`src/rtl/sift_classifier.sv`:
```
module sift_classifier #(
  parameter int FLOW_W     = 16,
  parameter int DESC_W     = 8,
  parameter int LFSR_W     = 16,
  parameter logic [LFSR_W-1:0] LFSR_TAPS = 16'hB400,
  parameter logic [LFSR_W-1:0] LFSR_SEED = 16'hACE1,
  parameter int TBL_DEPTH  = 8,
  parameter int HI_CAP     = 4,
  parameter int LO_CAP     = 12,
  parameter int DROP_W     = 16
) (
  input  logic              clk,
  input  logic              rst,
  input  logic              strict_mode,
  input  logic [LFSR_W:0]   coin_thresh,
  input  logic              in_valid,
  input  logic [FLOW_W-1:0] in_flow,
  input  logic [DESC_W-1:0] in_desc,
  output logic              cls_valid,
  output logic              cls_low,
  output logic              cls_drop,
  input  logic              out_ready,
  output logic              out_valid,
  output logic              out_lowprio,
  output logic [FLOW_W-1:0] out_flow,
  output logic [DESC_W-1:0] out_desc,
  output logic [DROP_W-1:0] drop_hi,
  output logic [DROP_W-1:0] drop_lo
);
  localparam int BUF_DEPTH = HI_CAP + LO_CAP;
  localparam int AW = $clog2(BUF_DEPTH);
  localparam int CW = $clog2(BUF_DEPTH + 1);
  localparam int TW = $clog2(TBL_DEPTH);

  logic [LFSR_W-1:0] lfsr;
  logic              heads;

  always_ff @(posedge clk) begin
    if (rst) lfsr <= LFSR_SEED;
    else if (in_valid) lfsr <= lfsr[0] ? ((lfsr >> 1) ^ LFSR_TAPS) : (lfsr >> 1);
  end

  assign heads = {1'b0, lfsr} < coin_thresh;

  logic [TBL_DEPTH-1:0] tv, ts;
  logic [FLOW_W-1:0]    tid [TBL_DEPTH];
  logic [TW-1:0]        rr_ptr, hit_idx, free_idx, ins_idx;
  logic                 hit_any, free_any, hit_sampled;

  always_comb begin
    hit_any  = 1'b0;
    hit_idx  = '0;
    free_any = 1'b0;
    free_idx = '0;
    for (int i = TBL_DEPTH - 1; i >= 0; i--) begin
      if (tv[i] && tid[i] == in_flow) begin
        hit_any = 1'b1;
        hit_idx = TW'(i);
      end
      if (!tv[i]) begin
        free_any = 1'b1;
        free_idx = TW'(i);
      end
    end
  end

  assign hit_sampled = hit_any && ts[hit_idx];
  assign ins_idx     = free_any ? free_idx : rr_ptr;

  logic to_low, record;
  assign to_low = hit_sampled || (heads && (!strict_mode || hit_any));
  assign record = in_valid && heads && !hit_any;

  always_ff @(posedge clk) begin
    if (rst) begin
      tv     <= '0;
      ts     <= '0;
      rr_ptr <= '0;
    end else if (in_valid && heads) begin
      if (hit_any) begin
        ts[hit_idx] <= 1'b1;
      end else begin
        tv[ins_idx] <= 1'b1;
        ts[ins_idx] <= !strict_mode;
        if (!free_any)
          rr_ptr <= (rr_ptr == TW'(TBL_DEPTH - 1)) ? '0 : rr_ptr + 1'b1;
      end
    end
  end

  always_ff @(posedge clk) begin
    if (record) tid[ins_idx] <= in_flow;
  end

  logic [FLOW_W-1:0] mem_flow [BUF_DEPTH];
  logic [DESC_W-1:0] mem_desc [BUF_DEPTH];
  logic [AW-1:0]     hi_wr, hi_rd, lo_wr, lo_rd, wr_addr, rd_addr;
  logic [CW-1:0]     hi_cnt, lo_cnt;
  logic              accept, push_hi, push_lo, pop_hi, pop_lo;

  assign accept  = in_valid && (to_low ? (lo_cnt != CW'(LO_CAP)) : (hi_cnt != CW'(HI_CAP)));
  assign push_hi = accept && !to_low;
  assign push_lo = accept && to_low;
  assign pop_hi  = out_ready && (hi_cnt != '0);
  assign pop_lo  = out_ready && (hi_cnt == '0) && (lo_cnt != '0);
  assign wr_addr = to_low ? (AW'(HI_CAP) + lo_wr) : hi_wr;
  assign rd_addr = (hi_cnt != '0) ? hi_rd : (AW'(HI_CAP) + lo_rd);

  always_ff @(posedge clk) begin
    if (accept) begin
      mem_flow[wr_addr] <= in_flow;
      mem_desc[wr_addr] <= in_desc;
    end
  end

  always_ff @(posedge clk) begin
    if (rst) begin
      hi_wr  <= '0;
      hi_rd  <= '0;
      lo_wr  <= '0;
      lo_rd  <= '0;
      hi_cnt <= '0;
      lo_cnt <= '0;
    end else begin
      if (push_hi) hi_wr <= (hi_wr == AW'(HI_CAP - 1)) ? '0 : hi_wr + 1'b1;
      if (push_lo) lo_wr <= (lo_wr == AW'(LO_CAP - 1)) ? '0 : lo_wr + 1'b1;
      if (pop_hi)  hi_rd <= (hi_rd == AW'(HI_CAP - 1)) ? '0 : hi_rd + 1'b1;
      if (pop_lo)  lo_rd <= (lo_rd == AW'(LO_CAP - 1)) ? '0 : lo_rd + 1'b1;
      hi_cnt <= hi_cnt + CW'(push_hi) - CW'(pop_hi);
      lo_cnt <= lo_cnt + CW'(push_lo) - CW'(pop_lo);
    end
  end

  assign out_valid   = (hi_cnt != '0) || (lo_cnt != '0);
  assign out_lowprio = (hi_cnt == '0);
  assign out_flow    = mem_flow[rd_addr];
  assign out_desc    = mem_desc[rd_addr];

  always_ff @(posedge clk) begin
    if (rst) begin
      cls_valid <= 1'b0;
      cls_low   <= 1'b0;
      cls_drop  <= 1'b0;
      drop_hi   <= '0;
      drop_lo   <= '0;
    end else begin
      cls_valid <= in_valid;
      cls_low   <= in_valid && to_low;
      cls_drop  <= in_valid && !accept;
      if (in_valid && !accept) begin
        if (to_low && drop_lo != '1)  drop_lo <= drop_lo + 1'b1;
        if (!to_low && drop_hi != '1) drop_hi <= drop_hi + 1'b1;
      end
    end
  end
endmodule

```
`config.mk`:
```
export PLATFORM = sky130hd
export DESIGN_NAME = sift_classifier
export DESIGN_NICKNAME = d
export VERILOG_FILES = /design/src/rtl/sift_classifier.sv
export SDC_FILE = /design/constraint.sdc
export NUM_CORES = 1
export LEC_CHECK = 0
export CAP_MARGIN = 20
export CELL_PAD_IN_SITES_DETAIL_PLACEMENT = 2
export CELL_PAD_IN_SITES_GLOBAL_PLACEMENT = 2
export CORE_MARGIN = 2
export CORE_UTILIZATION = 45
export DETAILED_ROUTE_END_ITERATION = 8
export PLACE_DENSITY = 0.85
export SLEW_MARGIN = 10
export SYNTH_ARGS = -nofsm -noshare
export SYNTH_HDL_FRONTEND = slang
export SYNTH_SLANG_ARGS = --single-unit
export TNS_END_PERCENT = 100
```
`constraint.sdc`:
```
create_clock -name clk -period 6 [get_ports clk]
set_clock_uncertainty 0.05 [all_clocks]
set_input_delay 0.9 -clock clk [delete_from_list [all_inputs] [get_ports clk]]
set_output_delay 0.9 -clock clk [all_outputs]
set_load 0.05 [all_outputs]
```
Yosys cells after proc, flatten, opt, wreduce, memory -nomap -nowiden --
Memories as Yosys holds them, arrays and structs flattened. Index checks and enable logic that the tools add are counted.
Storage, ports and cells: bits in writable memories 512, bits in registers 96, memories kept 3, output and inout bits 61, logic and storage cells 150, input bits 46
Cells by class: order comparisons 5, eq/ne operators 17, muxes and demuxes 54, add/subtract/negate cells 13, reductions and logical operators 38, bitwise operators 5
Memories:
- mem_flow | depth 16, width 16, read ports 1, clocked after memory_dff 0, write ports 1, line 95 | logic [FLOW_W-1:0] mem_flow [BUF_DEPTH];
- mem_desc | depth 16, width 8, read ports 1, clocked after memory_dff 0, write ports 1, line 96 | logic [DESC_W-1:0] mem_desc [BUF_DEPTH];
- tid | depth 8, width 16, read ports 8, clocked after memory_dff 0, write ports 1, line 46 | logic [FLOW_W-1:0] tid [TBL_DEPTH];
Operators with widths (number):
- 16-bit == test | 8
- 3-bit 2-to-1 mux | 18
- 16-bit by 1-bit adder with 16-bit output (second input constant) | 2
- 16-bit inequality test (second input constant) | 2
- 1-bit logical AND | 24
- 1-bit 2-to-1 mux | 24
- 4-bit 2-to-1 mux | 6
- 16-bit by 17-bit < comparator with 1-bit output | 1
- 4-bit by 1-bit adder with 4-bit output (second input constant) | 4
- 16-bit 2-to-1 mux | 1
- 8-bit bitwise OR | 2
- 5-bit by 1-bit adder with 5-bit output | 2
- 5-bit nonzero test | 2
- 5-bit by 1-bit subtractor with 5-bit output | 2
- 3-bit by 4-bit adder with 4-bit output (first input constant) | 2
- 8-bit bitwise mux | 1
- 4-bit by 2-bit == test with 1-bit output (second input constant) | 2
- 4-bit == test (second input constant) | 2
- 3-bit by 4-bit < comparator with 1-bit output (second input constant) | 2
- 8-bit 2-to-1 mux | 1
- 1-bit demux with 3-bit select | 2
- 3-bit by 1-bit >= comparator with 1-bit output (second input constant) | 2
- 2-bit AND reduction | 3
- 5-bit zero test | 1
- other kinds (10) | 16

Logic depth before layout (Yosys ltp) --
depth after elaboration 19, mapped depth 23, gate-level depth less buffers 21

Least setup slack after synthesis --
No wires, ideal clock.
kind in2reg, start point input in_flow[3], end point memory mem_desc[11][0] (enable), buffers on the path 4, required time 5512 ps, setup time 438 ps, slack 436 ps, stages on the path 13, arrival time 5075 ps, cell sequence buf_2 -> xor2_1 -> nor4_1 -> nand2_1 -> or4_1 -> buf_2 -> o21a_2 -> or3b_4 -> a22oi_4 -> buf_6 -> nor2_4 -> clkbuf_1 -> o21ai_0
On the way: word-level cells in the longest chain between the ends 18, elaborated cells on any way between the ends 43, classes of those cells eq/ne: 8; mux: 22; reduce/logical: 13
RTL lines:
- start: declaration | line 17 | input logic [FLOW_W-1:0] in_flow,
- 16-bit == test | line 56 | if (tv[i] && tid[i] == in_flow) begin
- 1-bit logical AND | line 56
- 3-bit 2-to-1 mux (8 in a row) | line 56
- 1-bit binary-select mux with 3-bit select | line 67 | assign hit_sampled = hit_any && ts[hit_idx];
- 1-bit 2-to-1 mux (not written as such) | line 67
- 1-bit logical AND | line 67
- 1-bit logical OR (*) | line 71 | assign to_low = hit_sampled || (heads && (!strict_mode || hit_any));
- 1-bit 2-to-1 mux | line 101 | assign accept = in_valid && (to_low ? (lo_cnt != CW'(LO_CAP)) : (hi_cnt != CW'(HI_CAP)));
- 1-bit logical AND | line 101
- 1-bit 2-to-1 mux | line 110 | if (accept) begin
- 1-bit 2-to-1 mux (not written as such) | line 112 | mem_desc[wr_addr] <= in_desc;
- end: declaration | line 96
Mark *: on every way between the ends. The rest lies on a longest branch, timed or not. The select of a mux whose other input is x is not followed.

Worst setup path after layout --
start point input in_flow[9], end point register lo_cnt[4]
On the way: word-level cells in the longest chain between the ends 19, elaborated cells on any way between the ends 43, classes of those cells add/sub: 2; eq/ne: 8; mux: 19; reduce/logical: 14
RTL lines:
- 16-bit == test | line 56
- 1-bit logical AND | line 56
- 3-bit 2-to-1 mux (8 in a row) | line 56
- 1-bit binary-select mux with 3-bit select | line 67
- 1-bit 2-to-1 mux (not written as such) | line 67
- 1-bit logical AND | line 67
- 1-bit logical OR (*) | line 71
- 1-bit 2-to-1 mux | line 101
- 1-bit logical AND | line 101
- 1-bit logical AND (*) | line 103 | assign push_lo = accept && to_low;
- 5-bit by 1-bit adder with 5-bit output (*) | line 130 | lo_cnt <= lo_cnt + CW'(push_lo) - CW'(pop_lo);
- 5-bit by 1-bit subtractor with 5-bit output (*) | line 130
- end signal: assignment | line 130
- end: declaration | line 98 | logic [CW-1:0] hi_cnt, lo_cnt;
Marks and branches as above. A chain may end at the register's enable or synchronous reset.

==> summary.md <==
| Metric | Value |
|---|---|
| Vias in the first global route | 18,400 |
| Area leader, netlist | edfxtp_1 |
| Net Sw Power | 0.00379 W |
| Mapped Avg Cell Area | 15.3 µm² |
| Int Power | 0.00833 W |
| DRT Pass-1 Iters | 5 |
| Clock power share | 0.355 |
| Core outline area | 0.0563 mm² |
| Final hold violations | 0 |
| Reg power frac | 0.395 |
| Critical Path AT | 6400 ps |
| Die ar. | 0.0586 mm² |
| Async S/R FF share, synth | 0 |
| Vias/cell | ~6.3 |
| Cell Rows | 87 |
| Synth area leaders | edfxtp_1 (60%), mux4_2 (8.5%), dfxtp_1 (7.5%), xnor2_1 (2.8%), xor2_1 (2.3%) |
| Post-synth EDFFs | 512 |
| Clock-pin slew on the worst setup and hold paths | 60 ps |
| Antenna Violating Nets Remaining | 0 |
| Power Dens Cells | 400 mW/mm² |
| Fin nets | 1,933 |
| DIE HEIGHT | ~240 µm |
| Tot GR Track Use | 0.321 |
| Longest Clk Path Bufs | 3 |
| Via count | 16,800 |
| Total power | between 0.01 and 0.015 W |
| Final Critical Period | roughly 5900 ps |
| Worst Tran Pin Value | 1160 ps |
| Layout fillers | 5,021 |
| Routability Congestion | 0.828 |
| DRT iter0 DRCs | roughly 1,700 |
| Yosys top cell area share | 0.602 |
| CP required | approximately 6500 ps |
| Yosys reg bits | 608 |
| IO buf count | 106 |
| Synth Net Count | 1,753 |
| TritonCTS clock tree | done |
| First-pass GRT wire length | 137 mm |
| Most used DFF post-synth | edfxtp_1 |
| Routed WL per cell | between 30 and 40 µm |
| Register area share after synthesis | 0.678 |
| Final worst slack | 67.7 ps |
| Multi-input gate area | 0.00780 mm² |
| Mapped Cells | around 1,700 |
| Largest net degree at the start of global routing | 80 |
| Min-Delay Path Class | reg -> reg |
| DP Area | approximately 0.028 mm² |
| Synth cell types | 66 |
| CP endpoint kind | flop |
| GRT overflow | 0 |
| Max Cap Viol | 0 |
| Initial antenna violation count | 2 |
| Hpwl dp | 52.7 mm |
| Met3 Use GR | 0.0521 |
| Post-Syn Area | approximately 0.026 mm² |
| RSZ-0062 raised after global routing | false |
| FF+latch area | 0.0173 mm² |
| Die W | 242 µm |
| Startpoint Class | input port |
| Clock sinks | 608 |
| Grt met2 use | 0.551 |
| Setup slack, reg-to-reg | 730 ps |
| Htree depth | 3 |
| Crit Path Class | in -> reg |
| Root Driver | clkbuf_16 |
| Clock Latency Late Sink | 620 ps |
| Number of synthesis warnings | 0 |
| Post-route clock period utilization | 0.989 |
| Critical path fanouts, max | 5 |
| Outcome | complete, no violations |
| Fin util | 0.539 |
| Final Cell Area | a little over 0.03 mm² |
| Fin. max-slew vios | 0 |
| Achievable Freq | 169 MHz |
| Initial Util | 0.453 |
| Worst vdd ir | 0.336 mV |
| I/O Pins | approximately 110 |
| Post-CTS Setup Inserts | 0 |
| GR Util met1 | 0.408 |
| DRT Wirelength | 93.3 mm |
| Share of layout cells above drive strength 1 | 0.165 |
| Comb power frac | 0.250 |
| DRC | 0 |
| Final TNS setup | 0 ps |
| DP Worst Slack | -292 ps |
| Lkg Pwr | 10.3 nW |
| Gr busiest metal | met2 |
| Relative slew slack | 0.225 |
| Clock buffer count from CTS | 66 |
| Layout area overhead | 18.8% |
| Setup violators final | 0 |
| Switch share | 0.312 |
[per-stage QoR]
stage / instances / hold WS (ps)
global route: 2652 / 494
finish: 2652 / 464
global placement: 2535 / 420
CTS: 2651 / 457
detailed placement: 2535 / 435
floorplan: 1667 / 389
[power by group through the flow]
stage	clock (W)	combinational [W]	sequential (W)
after floorplan	0	0.00193	0.00484
after global placement	0	0.00278	0.00485
after detailed placement	0	0.00293	0.00487
after CTS	0.00433	0.00304	0.00479
after global routing	0.00447	0.00320	0.00480
final	0.00431	0.00303	0.00479
[synth_stat cells (4+ instances only)]
library cell    n
dfxtp_1        96
nor2b_1         8
a21o_1          7
inv_1          48
nand3_1        58
nor2_1         71
a21oi_1        48
o21a_1         13
or4_1          11
xor2_1         67
nor4_1         23
o31ai_1         9
nor3_1         14
buf_2          19
xnor2_1        81
nand2_1       127
buf_6           7
mux2i_1        24
buf_1           4
and3_1         16
mux4_2         96
o22ai_1         7
clkbuf_1       51
ha_1           38
and2_1         28
nand4_1        24
a31oi_1        28
or3_1          13
mux2_2          4
nand2b_1        9
o21ai_0        30
edfxtp_1      512
a211oi_1       29
[layout by cell type, fill, tap and decap left out, types with 19 or more instances in the layout]
cell | synthesis | routed
clkdlybuf4s50_1 | 0 | 103
a31oi_1 | 28 | 28
clkbuf_16 | 0 | 71
dfxtp_1 | 96 | 96
mux4_2 | 96 | 96
xnor2_1 | 81 | 81
a211oi_1 | 29 | 29
nand2_1 | 127 | 126
a21oi_1 | 48 | 46
nor4_1 | 23 | 19
nor2_1 | 71 | 71
nand3_1 | 58 | 58
inv_1 | 48 | 48
ha_1 | 38 | 38
and2_1 | 28 | 28
xor2_1 | 67 | 67
edfxtp_1 | 512 | 512
mux2i_1 | 24 | 22
nand4_1 | 24 | 24
o21ai_0 | 30 | 22
buf_4 | 2 | 74
[layer usage]
| layer | up-vias | share of wire |
|---|---|---|
| met5 | - | 0.000075 |
| met4 | 2 | 0.044 |
| met3 | 256 | 0.064 |
| met2 | 877 | 0.50 |
| met1 | 8921 | 0.39 |
| li1 | 6745 | - |
[registers in the layout, summed over array words and instances, names as in the netlist, 8 cells and up]
name	cells
drop_lo	16
tv	8
lfsr	16
ts	8
drop_hi	16
mem_flow	256
tid	128
mem_desc	128
[logic make-up (layout without fill, tap and decap cells)]
family	after synthesis	in the layout	synth area share
other	0	1	0
flip-flops	608	608	0.678
XOR/XNOR	148	148	0.0508
adder cells (fa/ha/maj)	40	40	0.0202
buffers and inverters	131	359	0.0226
AO/OA/AOI/OAI	198	198	0.0509
multiplexers	124	124	0.0959
AND/OR/NAND/NOR	418	418	0.0819
[critical path: stages]
cell and delay [ps]:
clkdlybuf4s50_1 650, buf_4 290, xnor2_1 350, nand4_1 170
nor3_1 410, and4_1 380, a311oi_2 90, buf_4 190
o21a_2 240, or3b_4 420, a22oi_4 210, or2_1 180
nand2_1 130, ha_1 330, inv_1 50, ha_1 210
fa_1 410, a21oi_1 170, nor2_1 80, or3_1 370
a21oi_1 150
[worst paths after layout]
kind | start | to | cells after the start
worst max register to register | tid[0][4] | hi_cnt[4] | 21
worst max-delay path | in_flow[9] | lo_cnt[4] | 21
worst min-delay path | drop_lo[10] | drop_lo[10] | 2
worst min register to register | drop_lo[10] | drop_lo[10] | 2
[what timing repair did]
action,in CTS,in global routing
hold buffers,0,0
hold endpoints to repair,0,0
gates resized for setup,3,11
setup endpoints to repair,26,32
[area by class of cell]
type,instances,area share
tap,756,0.0312
clock inverter,25,0.00974
antenna,1,0.0000826
timing repair buffer,195,0.0630
clock buffer,91,0.0621
multi-input combinational,928,0.257
sequential,608,0.571
inverter,48,0.00594
(Power assumes the default switching activity.)
